**src/rtl/smbus_pec_pkg.sv**
```systemverilog
package smbus_pec_pkg;

    typedef enum logic [1:0] {
        ST_IDLE = 2'd0,
        ST_RUN  = 2'd1,
        ST_HOLD = 2'd2
    } pec_state_e;

    localparam int unsigned PEC_CRC_W  = 8;
    localparam int unsigned PEC_DATA_W = 8;
    localparam logic [PEC_CRC_W-1:0] PEC_POLY = 8'h07;

endpackage

```
**src/rtl/pec_byte_update.sv**
```systemverilog
module pec_byte_update #(
    parameter int unsigned CRC_W  = 8,
    parameter int unsigned DATA_W = 8,
    parameter logic [CRC_W-1:0] POLY = 8'h07
) (
    input  logic [CRC_W-1:0]  seed_i,
    input  logic [DATA_W-1:0] data_i,
    output logic [CRC_W-1:0]  next_o
);

    // one stage per data bit, most significant bit first
    logic [CRC_W-1:0] stage [DATA_W+1];

    assign stage[0] = seed_i;

    for (genvar g = 0; g < DATA_W; g++) begin : g_bit
        logic feedback;
        assign feedback = stage[g][CRC_W-1] ^ data_i[DATA_W-1-g];
        assign stage[g+1] = {stage[g][CRC_W-2:0], 1'b0} ^ (feedback ? POLY : '0);
    end

    assign next_o = stage[DATA_W];

endmodule

```
**src/rtl/pec_seq_fsm.sv**
```systemverilog
module pec_seq_fsm
    import smbus_pec_pkg::*;
(
    input  logic clk,
    input  logic rst_n,
    input  logic clear_i,
    input  logic byte_vld_i,
    input  logic last_i,
    output logic accept_o,
    output logic done_o
);

    pec_state_e state_q, state_d;

    always_ff @(posedge clk or negedge rst_n) begin
        if (!rst_n) begin
            state_q <= ST_IDLE;
        end else begin
            state_q <= state_d;
        end
    end

    always_comb begin
        state_d = state_q;
        if (clear_i) begin
            if (byte_vld_i) begin
                state_d = last_i ? ST_HOLD : ST_RUN;
            end else begin
                state_d = ST_IDLE;
            end
        end else begin
            unique case (state_q)
                ST_IDLE: if (byte_vld_i) state_d = last_i ? ST_HOLD : ST_RUN;
                ST_RUN:  if (byte_vld_i && last_i) state_d = ST_HOLD;
                ST_HOLD: state_d = ST_HOLD;
                default: state_d = ST_IDLE;
            endcase
        end
    end

    always_comb begin
        accept_o = 1'b0;
        done_o   = 1'b0;
        unique case (state_q)
            ST_IDLE: accept_o = byte_vld_i;
            ST_RUN:  accept_o = byte_vld_i;
            ST_HOLD: begin
                accept_o = byte_vld_i && clear_i;
                done_o   = 1'b1;
            end
            default: accept_o = 1'b0;
        endcase
    end

endmodule

```
**src/rtl/pec_crc_reg.sv**
```systemverilog
module pec_crc_reg #(
    parameter int unsigned CRC_W = 8
) (
    input  logic             clk,
    input  logic             rst_n,
    input  logic             clear_i,
    input  logic             accept_i,
    input  logic             last_i,
    input  logic             en_i,
    input  logic             rx_i,
    input  logic [CRC_W-1:0] upd_i,
    output logic [CRC_W-1:0] seed_o,
    output logic [CRC_W-1:0] crc_o,
    output logic             ok_o
);

    logic [CRC_W-1:0] crc_q;
    logic             ok_q;
    logic             verdict;

    // a clear restarts from zero, even for a byte in the same cycle
    assign seed_o = clear_i ? '0 : crc_q;

    always_comb begin
        if (!en_i || !rx_i) begin
            verdict = 1'b1;
        end else begin
            verdict = (upd_i == '0);
        end
    end

    always_ff @(posedge clk or negedge rst_n) begin
        if (!rst_n) begin
            crc_q <= '0;
            ok_q  <= 1'b0;
        end else begin
            if (accept_i && en_i) begin
                crc_q <= upd_i;
            end else begin
                crc_q <= seed_o;
            end
            if (accept_i) begin
                ok_q <= last_i ? verdict : 1'b0;
            end else if (clear_i) begin
                ok_q <= 1'b0;
            end
        end
    end

    assign crc_o = crc_q;
    assign ok_o  = ok_q;

endmodule

```
**src/rtl/smbus_pec_engine.sv**
```systemverilog
module smbus_pec_engine
    import smbus_pec_pkg::*;
#(
    parameter int unsigned CRC_W  = PEC_CRC_W,
    parameter int unsigned DATA_W = PEC_DATA_W,
    parameter logic [CRC_W-1:0] POLY = PEC_POLY
) (
    input  logic              clk,
    input  logic              rst_n,
    input  logic              clear_i,
    input  logic              byte_vld_i,
    input  logic [DATA_W-1:0] byte_i,
    input  logic              last_i,
    input  logic              pec_en_i,
    input  logic              rx_mode_i,
    output logic [CRC_W-1:0]  crc_o,
    output logic              done_o,
    output logic              pec_ok_o
);

    logic             accept;
    logic [CRC_W-1:0] seed;
    logic [CRC_W-1:0] upd;

    pec_seq_fsm u_fsm (
        .clk        (clk),
        .rst_n      (rst_n),
        .clear_i    (clear_i),
        .byte_vld_i (byte_vld_i),
        .last_i     (last_i),
        .accept_o   (accept),
        .done_o     (done_o)
    );

    pec_byte_update #(
        .CRC_W  (CRC_W),
        .DATA_W (DATA_W),
        .POLY   (POLY)
    ) u_upd (
        .seed_i (seed),
        .data_i (byte_i),
        .next_o (upd)
    );

    pec_crc_reg #(
        .CRC_W (CRC_W)
    ) u_reg (
        .clk      (clk),
        .rst_n    (rst_n),
        .clear_i  (clear_i),
        .accept_i (accept),
        .last_i   (last_i),
        .en_i     (pec_en_i),
        .rx_i     (rx_mode_i),
        .upd_i    (upd),
        .seed_o   (seed),
        .crc_o    (crc_o),
        .ok_o     (pec_ok_o)
    );

endmodule

```
**config.mk**
```make
export PLATFORM = sky130hd
export DESIGN_NAME = smbus_pec_engine
export DESIGN_NICKNAME = d
export VERILOG_FILES = /design/src/rtl/smbus_pec_pkg.sv /design/src/rtl/pec_byte_update.sv /design/src/rtl/pec_seq_fsm.sv /design/src/rtl/pec_crc_reg.sv /design/src/rtl/smbus_pec_engine.sv
export SDC_FILE = /design/constraint.sdc
export NUM_CORES = 1
export LEC_CHECK = 0
export CAP_MARGIN = 15
export CORE_ASPECT_RATIO = 0.7
export CORE_MARGIN = 10
export CORE_UTILIZATION = 40
export CTS_CLUSTER_SIZE = 12
export DETAILED_ROUTE_END_ITERATION = 6
export MAX_ROUTING_LAYER = met4
export PLACE_DENSITY = 0.64
export SLEW_MARGIN = 10
export SYNTH_ARGS = -nofsm -noshare
export SYNTH_HDL_FRONTEND = slang
export SYNTH_SLANG_ARGS = --single-unit
```
**constraint.sdc**
```tcl
create_clock -name clk -period 3 [get_ports clk]
set_input_delay 0.6 -clock clk [delete_from_list [all_inputs] [get_ports clk]]
set_output_delay 0.6 -clock clk [all_outputs]
set_load 0.05 [all_outputs]
```
==> flow_summary.json <==
{
  "finalMaxSlewViolations": 0,
  "use_met2": 0.1394,
  "synth_enable_flop_cells": 0,
  "worst-setup-path-type": "register to output pin",
  "yosysSeqAreaShare": 0.2483,
  "initial_core_util": 0.4343,
  "met1_usage": 0.1528,
  "worstSetupStartpointType": "register",
  "num_rows": 15,
  "timing.reg2reg.worst_path_depth": 5,
  "total_leakage_power_nw": 0.5986,
  "grt_pass1_wl_um": 4767,
  "grt_antenna_before_repair": 0,
  "synthCells": 121,
  "synth_flop_cell": "dfrtp_1",
  "firstDrtPassIters": 4,
  "yosysTopAreaCell": "dfrtp_1",
  "yosys-top-cells-area": "dfrtp_1 25%, xnor2_1 12%, ha_1 6.8%",
  "die_x_um": 82.92,
  "ys_ff_latch": 11,
  "area_delta_synth_final_pct": 28.22,
  "portBuffers": 24,
  "fillers": 250,
  "synth.most_common_cell": "xnor2_1",
  "numCtsBuffers": 3,
  "grt_use_met3": 0.03924,
  "synth.cell_area_mm2": 0.001109,
  "hp-class": "register to register",
  "syn_nets": 142,
  "grt_util_all_layers": 0.1117,
  "postCtsSetupRepairBufs": 0,
  "worst_slew_pin_slew_ps": 519.8,
  "synth_commonest_cells": "15 x xnor2_1, 11 x dfrtp_1, 9 x nand3_1",
  "ys_types": 42,
  "cts_hold_buffers": 0,
  "drt-initial-drc-count": 115,
  "finalCritPeriodShare": 0.7953,
  "clkLatencyLatePin_ps": 240,
  "endpoint_kind": "output pin",
  "cts-htree-levels": 1,
  "cts_resized": 0,
  "vias": 975,
  "grt_max_degree": 22,
  "p_total_mw": 1.001,
  "io_pins": 25,
  "clock-sinks": 11,
  "final_cells": 179,
  "ir_worst_vdd_mv": 0.3676,
  "yosysWarnings": 0,
  "cp_max_fo": 6,
  "min_period_ps": 2386,
  "dpl.cell_count": 175,
  "grt.busiest_layer": "met1",
  "gr-total-overflow": 0,
  "rsz0062_at_grt": "no",
  "cts_root_buf": "clkbuf_8",
  "wl_um": 2850,
  "cap_violations": 0,
  "setup_viol": 0,
  "dieArea_mm2": 0.005311,
  "status": "complete, no violations",
  "wl_per_cell_um": 15.92,
  "core_mm2": 0.002552,
  "fmax_ghz": 0.4191,
  "antenna_cells": 0,
  "place_congestion": 0.8527,
  "layout.nets": 167,
  "netlist.area_leader.share": 0.2483,
  "drive_above_1_share": 0.06897,
  "grt_pass1_vias": 939,
  "fin_tns_setup_ps": 0,
  "hold-path-cell-count": 2,
  "die_h_um": 64.05,
  "drt.antenna.violating_nets": 0,
  "drc": 0,
  "async_flop_share": 1.000,
  "hold_viol": 0,
  "cp.arrival_ps": 1790,
  "cts_max_path_buffers": 2,
  "cts_tree": "yes",
  "vias_per_cell": 5.447,
  "synth_area_per_cell_um2": 9.162,
  "critPathRequiredTime_ps": 2400,
  "clk_pin_slew_ps": 50,
  "power.density_mw_per_mm2": 704.4,
  "clock_skew_ps": 1.112,
  "dpl.hpwl_um": 2281,
  "relSlewSlack": 0.6510
}
-- registers in the layout (all words and copies together) (netlist names) --
signal / count
u_fsm.state_q: 2
u_reg.ok_o: 1
u_reg.crc_o: 8
-- per-stage QoR --
stage               setup slack (ps)  instance area (um2)    util  hold slack (ps)
floorplan                      820.5                 1109       -            304.4
global placement               400.0                 1376  0.5392            553.5
detailed placement             404.3                 1376  0.5392            555.7
CTS                            602.3                 1421  0.5569            567.9
global route                   502.9                 1421  0.5569            605.0
finish                         614.1                 1421  0.5569            567.6
-- worst max-delay path: stages (launching register included) --
cell,delay [ps]
dfrtp_1,440
inv_1,110
ha_1,170
clkdlybuf4s50_1,820
-- worst paths after layout --
kind                            slack, ps          endpoint             start
worst max register to register       1010    u_reg.crc_o[2]    u_reg.crc_o[7]
worst max-delay path                  610            done_o  u_fsm.state_q[0]
worst min-delay path                  570    u_reg.crc_o[0]    u_reg.crc_o[0]
max in group asynchronous            1960    u_reg.crc_o[2]             rst_n
min in group asynchronous             700  u_fsm.state_q[0]             rst_n
worst min register to register        570    u_reg.crc_o[0]    u_reg.crc_o[0]
-- power breakdown --
group	internal, mW	leakage (nW)	total (mW)	switching, mW
clock network	0.0936	0.0228	0.153	0.0594
registers	0.185	0.146	0.245	0.0598
logic	0.271	0.430	0.603	0.332
-- per-layer routing --
| metal | routed length (um) | vias to the layer above | part of all wire |
|---|---|---|---|
| li1 | - | 482 | - |
| met1 | 1458 | 461 | 0.51 |
| met2 | 1158 | 28 | 0.41 |
| met3 | 188 | 4 | 0.066 |
| met4 | 44 | 0 | 0.015 |
| met5 | 0 | - | 0 |
-- cells in the final DEF (no fill, tap or decap), types with 2 or more instances in the layout --
master           instances
nand2_1                  5
inv_1                    5
nand4_1                  2
or3_1                    2
buf_4                    3
nor2_1                   6
mux2i_1                  3
clkdlybuf4s50_1         24
xnor2_1                 15
a2bb2oi_1                3
and3_1                   2
ha_1                     6
dfrtp_1                 11
clkbuf_8                 3
xor2_1                   4
nor4b_1                  2
nand3_1                  9
xnor3_1                  3
o21ai_0                  6
a21oi_1                  6
nor2b_1                  2
a22oi_1                  3
-- layout make-up --
class,instances,area (um2),area share
Timing Repair Buffer,27,262.8,0.1849
Clock buffer,4,45.04,0.03169
Sequential cell,11,275.3,0.1937
Inverter,5,18.77,0.01320
Multi-Input combinational cell,98,777.0,0.5467
Tap cell,34,42.54,0.02993
-- kinds of logic after synthesis --
| logic type | Yosys count | synth area share |
|---|---|---|
| compound gates | 29 | 0.1761 |
| xor+xnor | 23 | 0.2325 |
| fa+ha+maj | 6 | 0.06772 |
| buf+inv | 12 | 0.05079 |
| flops | 11 | 0.2483 |
| mux | 4 | 0.03725 |
| simple gates | 36 | 0.1874 |
Power figures use the tool's default switching activity.
